===== src/rtl/imix_pkg.sv =====
package imix_pkg;
  localparam int WORD_W  = 32;
  localparam int NUM_CAT = 8;

  // category slots of the per-category hit vector
  localparam int CI_ALUI   = 0;
  localparam int CI_ALUR   = 1;
  localparam int CI_LOAD   = 2;
  localparam int CI_STORE  = 3;
  localparam int CI_BRANCH = 4;
  localparam int CI_CALL   = 5;
  localparam int CI_JUMP   = 6;
  localparam int CI_RET    = 7;

  localparam logic [6:0] OP_ALUI   = 7'b0010011;
  localparam logic [6:0] OP_ALUR   = 7'b0110011;
  localparam logic [6:0] OP_LOAD   = 7'b0000011;
  localparam logic [6:0] OP_STORE  = 7'b0100011;
  localparam logic [6:0] OP_BRANCH = 7'b1100011;
  localparam logic [6:0] OP_JAL    = 7'b1101111;
  localparam logic [6:0] OP_JALR   = 7'b1100111;

  localparam logic [WORD_W-1:0] END_WORD = 32'hC000_1073;
endpackage


===== src/rtl/imix_classifier.sv =====
module imix_classifier
  import imix_pkg::*;
(
  input  logic [WORD_W-1:0]  word,
  output logic [NUM_CAT-1:0] hit,
  output logic               is_end
);
  logic [6:0] opcode;
  logic [4:0] rd;

  assign opcode = word[6:0];
  assign rd     = word[11:7];
  assign is_end = (word == END_WORD);

  always_comb begin
    hit = '0;
    case (opcode)
      OP_ALUI:   hit[CI_ALUI]   = 1'b1;
      OP_ALUR:   hit[CI_ALUR]   = 1'b1;
      OP_LOAD:   hit[CI_LOAD]   = 1'b1;
      OP_STORE:  hit[CI_STORE]  = 1'b1;
      OP_BRANCH: hit[CI_BRANCH] = 1'b1;
      OP_JAL: begin
        if (rd == 5'd0) hit[CI_JUMP] = 1'b1;
        else            hit[CI_CALL] = 1'b1;
      end
      OP_JALR:   hit[CI_RET]    = 1'b1;
      default:   hit = '0;
    endcase
  end
endmodule


===== src/rtl/imix_counter.sv =====
module imix_counter #(
  parameter int CNT_W = 9
) (
  input  logic             clk,
  input  logic             rst_n,
  input  logic             clr,
  input  logic             inc,
  output logic [CNT_W-1:0] count
);
  logic [CNT_W-1:0] count_nx;
  logic             count_en;

  assign count_en = clr | inc;

  always_comb begin
    if (clr) count_nx = '0;
    else     count_nx = count + CNT_W'(1);
  end

  always_ff @(posedge clk or negedge rst_n) begin
    if (!rst_n)        count <= '0;
    else if (count_en) count <= count_nx;
  end

  // a counter only moves up between clears
  assert_no_wrap_R9: assert property (@(posedge clk) disable iff (!rst_n)
    !clr |=> (count >= $past(count)));
endmodule


===== src/rtl/imix_sequencer.sv =====
module imix_sequencer #(
  parameter int IDX_W = 8
) (
  input  logic             clk,
  input  logic             rst_n,
  input  logic             clr,
  input  logic             end_seen,
  output logic [IDX_W-1:0] idx,
  output logic             done
);
  localparam logic [IDX_W-1:0] IDX_LAST = {IDX_W{1'b1}};

  logic [IDX_W-1:0] idx_nx;
  logic             done_nx;
  logic             seq_en;
  logic             stop;

  assign stop   = end_seen | (idx == IDX_LAST);
  assign seq_en = clr | ~done;

  always_comb begin
    idx_nx  = idx;
    done_nx = done;
    if (clr) begin
      idx_nx  = '0;
      done_nx = 1'b0;
    end else if (stop) begin
      done_nx = 1'b1;
    end else begin
      idx_nx  = idx + IDX_W'(1);
    end
  end

  always_ff @(posedge clk or negedge rst_n) begin
    if (!rst_n) begin
      idx  <= '0;
      done <= 1'b0;
    end else if (seq_en) begin
      idx  <= idx_nx;
      done <= done_nx;
    end
  end

  // finished state is sticky until cleared
  assert_done_holds_R7: assert property (@(posedge clk) disable iff (!rst_n)
    (done && !clr) |=> (done && $stable(idx)));
  // clear returns to index zero, not done
  assert_clear_idle_R1: assert property (@(posedge clk) disable iff (!rst_n)
    clr |=> (idx == '0 && !done));
endmodule


===== src/rtl/imix_analyzer.sv =====
module imix_analyzer
  import imix_pkg::*;
#(
  parameter int IDX_W = 8,
  parameter int SEL_W = 2
) (
  input  logic                   clk,
  input  logic                   rst_n,
  input  logic                   clr,
  input  logic [SEL_W-1:0]       prog_sel,
  output logic [SEL_W+IDX_W-1:0] rd_addr,
  input  logic [WORD_W-1:0]      rd_data,
  output logic [IDX_W:0]         cnt_total,
  output logic [IDX_W:0]         cnt_alu_imm,
  output logic [IDX_W:0]         cnt_alu_reg,
  output logic [IDX_W:0]         cnt_load,
  output logic [IDX_W:0]         cnt_store,
  output logic [IDX_W:0]         cnt_branch,
  output logic [IDX_W:0]         cnt_call,
  output logic [IDX_W:0]         cnt_jump,
  output logic [IDX_W:0]         cnt_ret,
  output logic                   done
);
  localparam int CNT_W = IDX_W + 1;
  localparam int SUM_W = CNT_W + $clog2(NUM_CAT) + 1;

  logic [IDX_W-1:0]   idx;
  logic [NUM_CAT-1:0] hit;
  logic               is_end;
  logic               scan_en;
  logic [CNT_W-1:0]   cat_cnt [NUM_CAT];
  logic [SUM_W-1:0]   cat_sum;

  assign rd_addr = {prog_sel, idx};
  assign scan_en = ~clr & ~done & ~is_end;

  imix_classifier u_class (
    .word   (rd_data),
    .hit    (hit),
    .is_end (is_end)
  );

  imix_sequencer #(.IDX_W(IDX_W)) u_seq (
    .clk      (clk),
    .rst_n    (rst_n),
    .clr      (clr),
    .end_seen (is_end),
    .idx      (idx),
    .done     (done)
  );

  imix_counter #(.CNT_W(CNT_W)) u_total (
    .clk   (clk),
    .rst_n (rst_n),
    .clr   (clr),
    .inc   (scan_en),
    .count (cnt_total)
  );

  for (genvar c = 0; c < NUM_CAT; c++) begin : g_cat
    imix_counter #(.CNT_W(CNT_W)) u_cnt (
      .clk   (clk),
      .rst_n (rst_n),
      .clr   (clr),
      .inc   (scan_en & hit[c]),
      .count (cat_cnt[c])
    );
  end

  assign cnt_alu_imm = cat_cnt[CI_ALUI];
  assign cnt_alu_reg = cat_cnt[CI_ALUR];
  assign cnt_load    = cat_cnt[CI_LOAD];
  assign cnt_store   = cat_cnt[CI_STORE];
  assign cnt_branch  = cat_cnt[CI_BRANCH];
  assign cnt_call    = cat_cnt[CI_CALL];
  assign cnt_jump    = cat_cnt[CI_JUMP];
  assign cnt_ret     = cat_cnt[CI_RET];

  always_comb begin
    cat_sum = '0;
    for (int c = 0; c < NUM_CAT; c++) cat_sum = cat_sum + SUM_W'(cat_cnt[c]);
  end

  // the end word stops the scan and is not counted
  assert_end_halts_R6: assert property (@(posedge clk) disable iff (!rst_n)
    (!clr && !done && rd_data == END_WORD) |=> (done && $stable(cnt_total)));
  // every category hit is also a counted word
  assert_no_overflow_R9: assert property (@(posedge clk) disable iff (!rst_n)
    SUM_W'(cnt_total) >= cat_sum);
  // a clear zeroes the running total
  assert_clear_zero_R1: assert property (@(posedge clk) disable iff (!rst_n)
    clr |=> (cnt_total == '0 && cat_sum == '0));
  // finished counters stay frozen
  assert_frozen_R7: assert property (@(posedge clk) disable iff (!rst_n)
    (done && !clr) |=> ($stable(cnt_total) && $stable(cat_sum)));
endmodule


===== config.mk =====
export PLATFORM = sky130hd
export DESIGN_NAME = imix_analyzer
export DESIGN_NICKNAME = d
export VERILOG_FILES = /design/src/rtl/imix_pkg.sv /design/src/rtl/imix_classifier.sv /design/src/rtl/imix_counter.sv /design/src/rtl/imix_sequencer.sv /design/src/rtl/imix_analyzer.sv
export SDC_FILE = /design/constraint.sdc
export NUM_CORES = 1
export LEC_CHECK = 0
export BUFFER_PORTS_ARGS = -buffer_cell sky130_fd_sc_hd__buf_2
export CAP_MARGIN = 0
export CORE_MARGIN = 2
export CORE_UTILIZATION = 45
export DETAILED_ROUTE_END_ITERATION = 10
export GPL_TIMING_DRIVEN = 0
export MAX_ROUTING_LAYER = met4
export PLACE_DENSITY = 0.73
export SLEW_MARGIN = 40
export SYNTH_ARGS = -nofsm -noshare
export SYNTH_HDL_FRONTEND = slang
export SYNTH_SLANG_ARGS = --single-unit

===== constraint.sdc =====
create_clock -name clk -period 1.87 [get_ports clk]
set_clock_uncertainty 0.1 [all_clocks]
set_input_delay 0 -clock clk [delete_from_list [all_inputs] [get_ports clk]]
set_output_delay 0 -clock clk [all_outputs]
set_load 0.01 [all_outputs]

==> summary by stage <==
Pwr
The cell leakage power is roughly 2.9 nW. The total power density per cell area is between 500 and 600 mW/mm2. IR analysis of the VDD net gives a maximum drop of 364.9 uV.

Outcome
The run finished, with violations left. The checks that failed: setup timing.

Timing
The number of hold violations in the final report is 0. The final total negative setup slack is -0.01516 ns. After layout, the worst path uses 100.8% of the clock period.

The slack of the critical path is -0.01516 ns. The minimum clock period is 1.885 ns. The max-slew violation count is 0. For the pin with the worst max-slew slack, the measured transition is about 0.8 ns. Measured against its own limit, the worst slew margin works out to 45.50%.

Setup repair after global routing could not meet its margin everywhere. The maximum frequency from static timing analysis is around 0.53 GHz. The setup violation total in the final timing report is 1.

Route
Once detail routing completed, the nets flagged for antenna violations numbered 0. The violation count after the first detailed-routing iteration is ~220. In the final routed layout, each cell accounts on average for 15.33 um.

After detailed routing, the number of remaining DRC violations is 0. The via total after detailed routing is 4170. The routed design has about 12000 um of wire. The number of detailed-route iterations in the first pass is 4. The ratio of routed vias to standard cells is ~5.4.

Placement
OpenSTA, run right after detailed placement, puts the worst setup slack at -0.3459 ns. The final weighted congestion of routability-driven global placement is about 0.86. The estimated wirelength of the detail-placed design is around 8500 um. The number of port buffers is 126. In this run, placement finished with an instance count of 745.

Cells and area
The top cell types in the final layout, fill and taps aside, are buf_2, dfrtp_1, nor2_1. The antenna diode instance count is 0. The count of placed standard cells in the final layout, fillers left out is 777. The sequential cells in the finished layout cover a total of between 0.002 and 0.0025 mm2. Counting the fill cells in the layout gives 920. The fraction of layout instances using a drive strength above 1 is a little under a third. The most common library cell in the layout ignoring fill and taps is buf_2. The final layout contains slightly below 700 nets. The area of the multi-input gates is between 0.002 and 0.0025 mm2. The layout overhead on the synthesized area is 28.39%.

CTS
The number of buffers created by CTS is 9. The maximum clock path buffer count is 2. The clock root buffer is clkbuf_8.

The H-tree was split into 3 levels. The clock tree from TritonCTS is done. At the later pin of the worst-skew pair, clock insertion delay measures between 0.3 and 0.4 ns. The tree built by TritonCTS fans out to 90 sinks. After clock tree synthesis, the clock-pin slew on the worst setup and hold paths is 0.09 ns.

Global routing
The initial antenna violation count is 0. In the global route stage, overall resource usage came out at between 20% and 30%. The number of global-route vias before repair came to approximately 4000. Entering global routing, the biggest net connects between 50 and 60 pins.

The wire length of the first global-routing pass is 19430 um. The remaining global-route overflow is 0.

Synth
Summing the areas of all and, or, nand and nor instances in the mapped netlist gives 27.59% of the synthesized area. In the synthesized netlist, the number of instances is 482. The combinational family with the most area after synthesis is simple AND/OR/NAND/NOR gates. The share of synthesized area spent on multiplexers is approximately 2.5%. The number of nets in the synthesized netlist is between 500 and 600. The number of distinct library cells after synthesis is 47. The synthesized netlist occupies a cell area of 0.004653 mm2. The mean instance size in the synthesized netlist is about 9.7 um2. The sequential cell area fraction in the yosys report is 48.40%. The synthesized netlist devotes ~6.3% of its cell area to compound gates.

The yosys synthesis warning count is 0. The post-synthesis share of cell area spent on xor and xnor gates is under 10%. Summing the areas of all fa, ha and maj instances in the mapped netlist gives 2.689% of the synthesized area. The count of state elements after synthesis is 90.

Floorplan
After floorplanning, the core was sized to cover 0.01018 mm2. The floorplan die width is about 110 um. The die span in y is 105.7 um. The top-level port count is 129. Once the floorplan was initialized, standard cells occupied between 40% and 50% of the core. The number of standard-cell rows in the floorplan is 37. The floorplan step defined a die boundary enclosing 0.01117 mm2.

Worst hold path
The min-delay analysis places its worst path in the category input pin to asynchronous set/reset pin.

Setup path
At the worst endpoint, the arrival time is between 2 and 2.5 ns. The highest net fanout along the worst path is 7. The worst setup path is captured at a register. The biggest cell delay along the critical path is about 0.48 ns. At the worst endpoint, the required time is 2.05 ns.

The launching element type of the critical path is a register. The largest individual stage delay along the critical path comes from the cell dfrtp_2. The setup path with the least slack is of type register to register.

Traced cell by cell, the critical path runs through or3b_4 -> nor4_4 -> nand4_2 -> or3_1 -> a21oi_1.

Flow run
The tool flagged a number of max-cap violations equal to 0.
through the flow:
stage / util [%] / hold WS [ns] / instance area, um2 / power (mW)
2_1_floorplan: - / -0.3956 / 4672 / 2.101
3_3_place_gp: 53.73 / 0.08510 / 5473 / 2.224
4_1_cts: 57.31 / 0.07693 / 5837 / 3.607
6_report: 58.66 / 0.07036 / 5974 / 3.571
3_5_place_dp: 54.05 / -0.1066 / 5505 / 2.238
5_1_grt: 58.66 / 0.09188 / 5974 / 3.729
critical path, delay by kind of cell, from the launching register on:
kind,cells,cell delay (ns)
flops,1,0.48
simple gates,4,1.11
compound gates,1,0.12
state kept, by name, indices dropped and copies added, names as in the netlist:
name	flops
u_total.count	9
u_seq.done	1
u_seq.idx	8
g_cat.u_cnt.count	72
power breakdown:
group | total, mW | switching [mW] | internal (mW) | leakage, nW
Combinational | 0.235 | 0.150 | 0.0848 | 1.54
Clock | 1.36 | 0.705 | 0.657 | 0.103
Sequential | 1.97 | 0.0168 | 1.96 | 1.25
Yosys cell counts, drive strengths merged:
| cell | instances | area [um2] |
|---|---|---|
| nor4bb | 1 | 10.01 |
| and4 | 3 | 26.28 |
| or3 | 16 | 100.1 |
| xor2 | 40 | 350.3 |
| o21ai | 12 | 60.06 |
| o311ai | 2 | 17.52 |
| nor3 | 7 | 35.03 |
| or2 | 2 | 12.52 |
| nand3 | 25 | 125.1 |
| dfrtp | 90 | 2252 |
| xnor2 | 12 | 105.1 |
| a311oi | 1 | 8.760 |
| or3b | 1 | 11.26 |
| nand4 | 27 | 175.2 |
| nand2b | 4 | 27.53 |
| and4bb | 1 | 12.51 |
| a21oi | 25 | 125.1 |
| and2 | 6 | 38.79 |
| nor4b | 4 | 56.30 |
| mux2i | 7 | 70.07 |
| nand4b | 2 | 17.52 |
| and3 | 13 | 81.33 |
| buf | 8 | 41.28 |
| o31a | 1 | 8.760 |
| o41ai | 1 | 8.760 |
| nor4 | 8 | 71.32 |
| nand2 | 36 | 135.1 |
| nor2b | 4 | 25.02 |
| ha | 10 | 125.1 |
| inv | 12 | 45.04 |
| mux2 | 4 | 45.04 |
| clkbuf | 11 | 41.29 |
| o31ai | 8 | 65.06 |
| nand4bb | 1 | 11.26 |
| or4 | 6 | 45.04 |
| nor2 | 71 | 266.5 |
worst paths after layout:
kind | slack [ns] | start | cells past startpoint | to
worst min register to register | 0.44 | g_cat[1].u_cnt.count[8]$_DFFE_PN0P_ | 2 | g_cat[1].u_cnt.count[8]$_DFFE_PN0P_
worst max-delay path | -0.02 | u_seq.done$_DFFE_PN0P_ | 5 | g_cat[4].u_cnt.count[8]$_DFFE_PN0P_
min in group clk | 0.08 | prog_sel[1] | 2 | rd_addr[9]
worst min-delay path | 0.07 | rst_n | 2 | u_total.count[1]$_DFFE_PN0P_
worst max register to register | -0.02 | u_seq.done$_DFFE_PN0P_ | 5 | g_cat[4].u_cnt.count[8]$_DFFE_PN0P_
max in group asynchronous | 1.02 | rst_n | 3 | g_cat[1].u_cnt.count[5]$_DFFE_PN0P_
timing repair:
action                     4_1_cts  5_1_grt
cloned                           0        1
pin swaps                        9       12
resized for setup                8       27
hold buffers                     3        0
buffers inserted                 9        4
setup endpoints to repair       39       50
hold endpoints to repair        94        0
kinds of logic (layout without fill, tap and decap cells):
kind of cell | count (synthesis) | count (layout)
xor+xnor | 52 | 52
fa+ha+maj | 10 | 10
simple gates | 238 | 238
flops | 90 | 90
buf+inv | 31 | 190
mux | 11 | 11
compound gates | 50 | 50
final cells by class:
cell class	count	area share, %
well taps	136	2.848
multi-input cells	361	40.36
clock inverters	6	1.089
plain buffers	18	1.445
inverters	12	0.7539
clock buffers	10	2.304
flip-flops and latches	90	37.74
repair buffers	144	13.47
layer usage:
layer	part of all wire (%)	vias up	global-route usage, %
met5	0	-	-
met4	2.1	0	8.647
met3	4.8	17	3.896
met2	48	94	35.16
met1	45	2053	28.68
li1	-	2006	-
(Power assumes the default switching activity.)
